`config.mk`:
```
export PLATFORM = sky130hd
export DESIGN_NAME = xlat_cache
export DESIGN_NICKNAME = d
export VERILOG_FILES = /design/src/rtl/xlat_pkg.sv /design/src/rtl/xlat_match.sv /design/src/rtl/xlat_plru.sv /design/src/rtl/xlat_cache.sv
export SDC_FILE = /design/constraint.sdc
export NUM_CORES = 2
export LEC_CHECK = 0
export BUFFER_PORTS_ARGS = -buffer_cell sky130_fd_sc_hd__buf_2
export CORE_MARGIN = 4
export CORE_UTILIZATION = 43
export DETAILED_ROUTE_END_ITERATION = 7
export SYNTH_ARGS = -nofsm -noshare
export SYNTH_HDL_FRONTEND = slang
export SYNTH_HIERARCHICAL = 1
export SYNTH_SLANG_ARGS = --single-unit
```
`constraint.sdc`:
```
create_clock -name clk_i -period 9.21 [get_ports clk_i]
set_input_delay 0.921 -clock clk_i [delete_from_list [all_inputs] [get_ports clk_i]]
set_output_delay 0.921 -clock clk_i [all_outputs]
set_load 0.005 [all_outputs]
```
`src/rtl/xlat_pkg.sv`:
```
package xlat_pkg;
  localparam int DEF_VPN_W  = 20;
  localparam int DEF_OFF_W  = 12;
  localparam int DEF_SET_W  = 4;
  localparam int DEF_WAYS   = 4;
  localparam int DEF_ASID_W = 8;
  localparam int DEF_PFN_W  = 20;

  typedef enum logic [1:0] {
    SRC_MATCH = 2'd0,
    SRC_FREE  = 2'd1,
    SRC_PLRU  = 2'd2
  } fill_src_e;
endpackage

```
`src/rtl/xlat_match.sv`:
```
module xlat_match #(
  parameter int WAYS   = 4,
  parameter int TAG_W  = 16,
  parameter int ASID_W = 8,
  localparam int WAY_W = (WAYS > 1) ? $clog2(WAYS) : 1
) (
  input  logic [WAYS-1:0]              valid_i,
  input  logic [WAYS-1:0][TAG_W-1:0]   tags_i,
  input  logic [WAYS-1:0][ASID_W-1:0]  asids_i,
  input  logic [TAG_W-1:0]             key_tag_i,
  input  logic [ASID_W-1:0]            key_asid_i,
  output logic [WAYS-1:0]              hit_vec_o,
  output logic                         hit_o,
  output logic [WAY_W-1:0]             way_o
);
  for (genvar w = 0; w < WAYS; w++) begin : g_cmp
    assign hit_vec_o[w] = valid_i[w] && (tags_i[w] == key_tag_i) &&
                          (asids_i[w] == key_asid_i);
  end

  assign hit_o = |hit_vec_o;

  // at most one way matches, so OR-encoding is exact
  always_comb begin
    way_o = '0;
    for (int w = 0; w < WAYS; w++)
      if (hit_vec_o[w]) way_o = way_o | WAY_W'(w);
  end
endmodule

```
`src/rtl/xlat_plru.sv`:
```
module xlat_plru #(
  parameter int SETS = 16,
  parameter int WAYS = 4,
  localparam int WAY_W = (WAYS > 1) ? $clog2(WAYS) : 1,
  localparam int SEL_W = (SETS > 1) ? $clog2(SETS) : 1
) (
  input  logic             clk_i,
  input  logic             rst_ni,
  input  logic             flush_i,
  input  logic             a_en_i,
  input  logic [SEL_W-1:0] a_set_i,
  input  logic [WAY_W-1:0] a_way_i,
  input  logic             b_en_i,
  input  logic [SEL_W-1:0] b_set_i,
  input  logic [WAY_W-1:0] b_way_i,
  input  logic [SEL_W-1:0] q_set_i,
  output logic [WAY_W-1:0] q_victim_o
);
  // heap-ordered nodes: node n stored at bit n-1, node value = side to replace
  logic [WAYS-2:0] tree_q [SETS];

  function automatic logic [WAYS-2:0] touch(input logic [WAYS-2:0] t,
                                            input logic [WAY_W-1:0] w);
    int node;
    node = WAYS + int'(w);
    for (int l = 0; l < WAY_W; l++) begin
      t[(node >> 1) - 1] = ((node % 2) == 0);
      node = node >> 1;
    end
    return t;
  endfunction

  function automatic logic [WAY_W-1:0] pick(input logic [WAYS-2:0] t);
    int node;
    node = 1;
    for (int l = 0; l < WAY_W; l++)
      node = node * 2 + int'(t[node - 1]);
    return WAY_W'(node - WAYS);
  endfunction

  assign q_victim_o = pick(tree_q[q_set_i]);

  always_ff @(posedge clk_i or negedge rst_ni) begin
    if (!rst_ni) begin
      for (int s = 0; s < SETS; s++) tree_q[s] <= '0;
    end else if (flush_i) begin
      for (int s = 0; s < SETS; s++) tree_q[s] <= '0;
    end else begin
      if (b_en_i && !(a_en_i && (a_set_i == b_set_i)))
        tree_q[b_set_i] <= touch(tree_q[b_set_i], b_way_i);
      if (a_en_i)
        tree_q[a_set_i] <= touch(tree_q[a_set_i], a_way_i);
    end
  end
endmodule

```
`src/rtl/xlat_cache.sv`:
```
module xlat_cache
  import xlat_pkg::*;
#(
  parameter int VPN_W  = DEF_VPN_W,
  parameter int OFF_W  = DEF_OFF_W,
  parameter int SET_W  = DEF_SET_W,
  parameter int WAYS   = DEF_WAYS,
  parameter int ASID_W = DEF_ASID_W,
  parameter int PFN_W  = DEF_PFN_W
) (
  input  logic                     clk_i,
  input  logic                     rst_ni,
  input  logic                     lk_valid_i,
  input  logic [VPN_W+OFF_W-1:0]   lk_va_i,
  input  logic [ASID_W-1:0]        lk_asid_i,
  input  logic                     lk_write_i,
  output logic                     lk_hit_o,
  output logic                     lk_miss_o,
  output logic [PFN_W+OFF_W-1:0]   lk_pa_o,
  output logic                     lk_dirty_evt_o,
  input  logic                     fill_i,
  input  logic [VPN_W-1:0]         fill_vpn_i,
  input  logic [ASID_W-1:0]        fill_asid_i,
  input  logic [PFN_W-1:0]         fill_pfn_i,
  input  logic                     fill_dirty_i,
  input  logic                     inv_i,
  input  logic [VPN_W-1:0]         inv_vpn_i,
  input  logic [ASID_W-1:0]        inv_asid_i,
  input  logic                     flush_i
);
  localparam int TAG_W = VPN_W - SET_W;
  localparam int SETS  = 1 << SET_W;
  localparam int WAY_W = (WAYS > 1) ? $clog2(WAYS) : 1;

  logic [WAYS-1:0]             valid_q [SETS];
  logic [WAYS-1:0]             dirty_q [SETS];
  logic [WAYS-1:0][TAG_W-1:0]  tag_q   [SETS];
  logic [WAYS-1:0][ASID_W-1:0] asid_q  [SETS];
  logic [WAYS-1:0][PFN_W-1:0]  pfn_q   [SETS];

  logic [SET_W-1:0] lk_set, fl_set, iv_set;
  logic [TAG_W-1:0] lk_tag, fl_tag, iv_tag;

  assign lk_set = lk_va_i[OFF_W +: SET_W];
  assign lk_tag = lk_va_i[OFF_W+SET_W +: TAG_W];
  assign fl_set = fill_vpn_i[SET_W-1:0];
  assign fl_tag = fill_vpn_i[VPN_W-1:SET_W];
  assign iv_set = inv_vpn_i[SET_W-1:0];
  assign iv_tag = inv_vpn_i[VPN_W-1:SET_W];

  // lookup port
  logic [WAYS-1:0]  lk_hit_vec;
  logic             lk_any;
  logic [WAY_W-1:0] lk_way;

  xlat_match #(.WAYS(WAYS), .TAG_W(TAG_W), .ASID_W(ASID_W)) u_lk_match (
    .valid_i    (valid_q[lk_set]),
    .tags_i     (tag_q[lk_set]),
    .asids_i    (asid_q[lk_set]),
    .key_tag_i  (lk_tag),
    .key_asid_i (lk_asid_i),
    .hit_vec_o  (lk_hit_vec),
    .hit_o      (lk_any),
    .way_o      (lk_way)
  );

  assign lk_hit_o       = lk_valid_i && lk_any;
  assign lk_miss_o      = lk_valid_i && !lk_any;
  assign lk_pa_o        = lk_hit_o ? {pfn_q[lk_set][lk_way], lk_va_i[OFF_W-1:0]} : '0;
  assign lk_dirty_evt_o = lk_hit_o && lk_write_i && !dirty_q[lk_set][lk_way];

  // fill port: reuse a matching slot to avoid duplicates
  logic [WAYS-1:0]  fl_hit_vec;
  logic             fl_any;
  logic [WAY_W-1:0] fl_match_way;

  xlat_match #(.WAYS(WAYS), .TAG_W(TAG_W), .ASID_W(ASID_W)) u_fl_match (
    .valid_i    (valid_q[fl_set]),
    .tags_i     (tag_q[fl_set]),
    .asids_i    (asid_q[fl_set]),
    .key_tag_i  (fl_tag),
    .key_asid_i (fill_asid_i),
    .hit_vec_o  (fl_hit_vec),
    .hit_o      (fl_any),
    .way_o      (fl_match_way)
  );

  logic             free_any;
  logic [WAY_W-1:0] free_way;

  always_comb begin
    free_any = 1'b0;
    free_way = '0;
    for (int w = WAYS - 1; w >= 0; w--)
      if (!valid_q[fl_set][w]) begin
        free_any = 1'b1;
        free_way = WAY_W'(w);
      end
  end

  logic             fill_do, fill_kill;
  logic [WAY_W-1:0] plru_way, fl_way;
  fill_src_e        fl_src;

  assign fill_kill = inv_i && (inv_vpn_i == fill_vpn_i) && (inv_asid_i == fill_asid_i);
  assign fill_do   = fill_i && !fill_kill && !flush_i;

  always_comb begin
    if (fl_any)        fl_src = SRC_MATCH;
    else if (free_any) fl_src = SRC_FREE;
    else               fl_src = SRC_PLRU;
    case (fl_src)
      SRC_MATCH: fl_way = fl_match_way;
      SRC_FREE:  fl_way = free_way;
      default:   fl_way = plru_way;
    endcase
  end

  xlat_plru #(.SETS(SETS), .WAYS(WAYS)) u_plru (
    .clk_i      (clk_i),
    .rst_ni     (rst_ni),
    .flush_i    (flush_i),
    .a_en_i     (fill_do),
    .a_set_i    (fl_set),
    .a_way_i    (fl_way),
    .b_en_i     (lk_hit_o),
    .b_set_i    (lk_set),
    .b_way_i    (lk_way),
    .q_set_i    (fl_set),
    .q_victim_o (plru_way)
  );

  // invalidate port
  logic [WAYS-1:0]  iv_hit_vec;
  logic             iv_any, iv_do;
  logic [WAY_W-1:0] iv_way;

  xlat_match #(.WAYS(WAYS), .TAG_W(TAG_W), .ASID_W(ASID_W)) u_iv_match (
    .valid_i    (valid_q[iv_set]),
    .tags_i     (tag_q[iv_set]),
    .asids_i    (asid_q[iv_set]),
    .key_tag_i  (iv_tag),
    .key_asid_i (inv_asid_i),
    .hit_vec_o  (iv_hit_vec),
    .hit_o      (iv_any),
    .way_o      (iv_way)
  );

  assign iv_do = inv_i && iv_any;

  always_ff @(posedge clk_i or negedge rst_ni) begin
    if (!rst_ni) begin
      for (int s = 0; s < SETS; s++) valid_q[s] <= '0;
    end else if (flush_i) begin
      for (int s = 0; s < SETS; s++) valid_q[s] <= '0;
    end else begin
      if (fill_do) valid_q[fl_set][fl_way] <= 1'b1;
      if (iv_do)   valid_q[iv_set][iv_way] <= 1'b0;
    end
  end

  // payload needs no reset: only read behind a valid bit
  always_ff @(posedge clk_i) begin
    if (lk_dirty_evt_o) dirty_q[lk_set][lk_way] <= 1'b1;
    if (fill_do) begin
      dirty_q[fl_set][fl_way] <= fill_dirty_i;
      tag_q[fl_set][fl_way]   <= fl_tag;
      asid_q[fl_set][fl_way]  <= fill_asid_i;
      pfn_q[fl_set][fl_way]   <= fill_pfn_i;
    end
  end
endmodule

```
==> run metrics <==
outcome finished clean; Comb pwr share 8.6%; remaining global-route overflow 0; critical path launch point type input pin; setup TNS 0 ps; Vias/cell 6.88; wl on met1 179,000 microns; Hold WC Path Type input pin to register; FF-to-FF Start tag_q[6][29]$_DFFE_PP_; Die Width 586 microns; Post-CTS Setup Bufs 0; Via Count 80,000; Post-Syn Instances 6,685; Initial DRC Count 11,300; Clock transition at path regs 60 ps; routed wire length 478,000 microns; Leakage Power 50.2 nW; Setup WS pre-CTS 851 ps; clk buf depth 4; WHS 384 ps; Clk network pwr share 42.1%; crit path kind input pin to primary output; post-route ant nets 0; Worst Setup Slack, final 655 ps; via count of the first global-routing pass 81,100; drt wl/cell 41.1 microns; All-Layer GR Usage 27.8%; Max Used Layer met5; CP arrival 7630 ps; Worst Path Required 8290 ps; Port Buf Inserts 158; max-cap viol count 0; first-pass GRT wire length 661,000 microns; Final period util 92.9%; residual DRC count 0; Power, Total 30.3 mW; share of layout cells above drive strength 1 41.6%; Worst Path Max Fanout 75; CTS tree yes; metal3 WL 47,700 microns; CP endpoint kind primary output; max_slew headroom 9.61%; number of top-level pins 159; largest net degree at the start of global routing 128; fraction of power spent switching nets 22.9%; Worst Setup SP lk_va_i[12]; NumNets Final 7,092; Num CTS Buffers 325; Period minus WS final 8560 ps; Core ar. 333,000 sq um; CTS Sinks 2,992; DP HPWL 285,000 microns; fillers 26,700; Site Rows 212; H-tree levels 5; Fmax achieved 0.117 GHz; NetSw 6.95 mW; Setup-failing EPs final 0; Internal Power 23.4 mW; Final Slew Violations 0; clk_lat worst skew 940 ps; root buf cell clkbuf_16; Total Die Area 344,000 sq um; part of the power in registers 49.3%; synthesized net count 6,809; Hold Vio Cnt, Final 0; mean post-synth cell area 21.5 sq um; Final GP Congestion 0.876; hold wc startpoint fill_vpn_i[5]; Initial Utilization 43.1%; met2 wire length 227,000 microns; Syn. warnings 6; Pwr Density 187 nW/um^2; CTS resizes 0; initial antenna violation count 35; worst IR drop on VDD 0.000174 V; RSZ-0062 raised after global routing false; 1st-pass router iterations 6; clk_skew 82.8 ps; Area Overhead vs Synth 12.6%; die height 586 microns; slew at the pin closest to its max-slew limit 1340 ps; Syn Std Cell Area 144,000 sq um
==> cell type report <==
class | instances | area, sq um | area share (%)
clock buffers | 410 | 8640 | 5.34
multi-input cells | 3150 | 53300 | 32.9
well taps | 4387 | 5490 | 3.39
flip-flops and latches | 2992 | 88600 | 54.7
diodes | 13 | 32.5 | 0.0201
clock inverters | 174 | 1570 | 0.969
inverters | 31 | 134 | 0.0827
repair buffers | 468 | 4130 | 2.55
==> through the flow <==
step	utilization (%)	cell area, sq um	instances
after floorplan	-	144000	6685
after global placement	45.5	152000	11000
after detailed placement	45.5	152000	11000
after CTS	48.6	162000	11600
after global routing	48.6	162000	11600
final	48.6	162000	11600
==> worst max-delay path, stage by stage <==
cell,delay (ps)
buf_12,410
buf_4,470
buf_12,270
mux4_2,530
mux4_2,480
xor2_1,250
nor4_1,1170
nand3_1,580
o2111ai_2,640
and2_2,690
nand2_1,210
nor2_1,370
buf_2,200
==> power groups by stage <==
stage | Sequential [mW] | Combinational [mW] | Clock [mW]
final | 15.0 | 2.61 | 12.8
after CTS | 15.0 | 2.61 | 13.0
after detailed placement | 15.2 | 2.61 | 0
after global routing | 15.0 | 2.72 | 13.5
after floorplan | 15.2 | 1.59 | 0
after global placement | 15.2 | 2.60 | 0
==> layer usage <==
| metal | global-route usage (%) | vias to the layer above |
|---|---|---|
| met5 | 0 | - |
| met1 | 37.6 | 43900 |
| met3 | 5.79 | 1009 |
| met2 | 43.9 | 4848 |
| met4 | 11.9 | 6 |
| li1 | - | 30200 |
==> cell usage in the layout (no fill, tap or decap), types with 66 or more instances in the layout <==
master        n
xor2_1      146
xnor2_1     171
mux2i_1      95
dfrtp_1     112
buf_2       144
clkbuf_1     75
a21oi_1     148
buf_12       72
clkinv_1     66
nor2_1       69
buf_4       240
edfxtp_1   2816
clkbuf_16   333
mux4_2     1962
==> flip-flops by register name (all words and copies together), names as in the netlist <==
signal and count:
tag_q 1024, dirty_q 64, asid_q 512, pfn_q 1280, u_plru/tree_q 48, valid_q 64
==> worst paths after layout <==
kind,to,slack [ps],cells past startpoint
worst max-delay path,lk_dirty_evt_o,650,13
worst min-delay path,tag_q[8][33]$_DFFE_PP_,380,1
worst max register to register,asid_q[8][26]$_DFFE_PP_,2600,13
worst min register to register,dirty_q[10][1]$_DFF_P_,510,2
max in group asynchronous,valid_q[5]$_DFF_PN0_,7110,3
min in group asynchronous,u_plru/tree_q[38]$_DFF_PN0_,610,2
==> what timing repair did <==
item                       4_1_cts  5_1_grt
hold endpoints to repair        37        0
setup endpoints to repair        0        0
hold buffers                     1        0
Note: power is estimated with default switching activity, not from simulation.
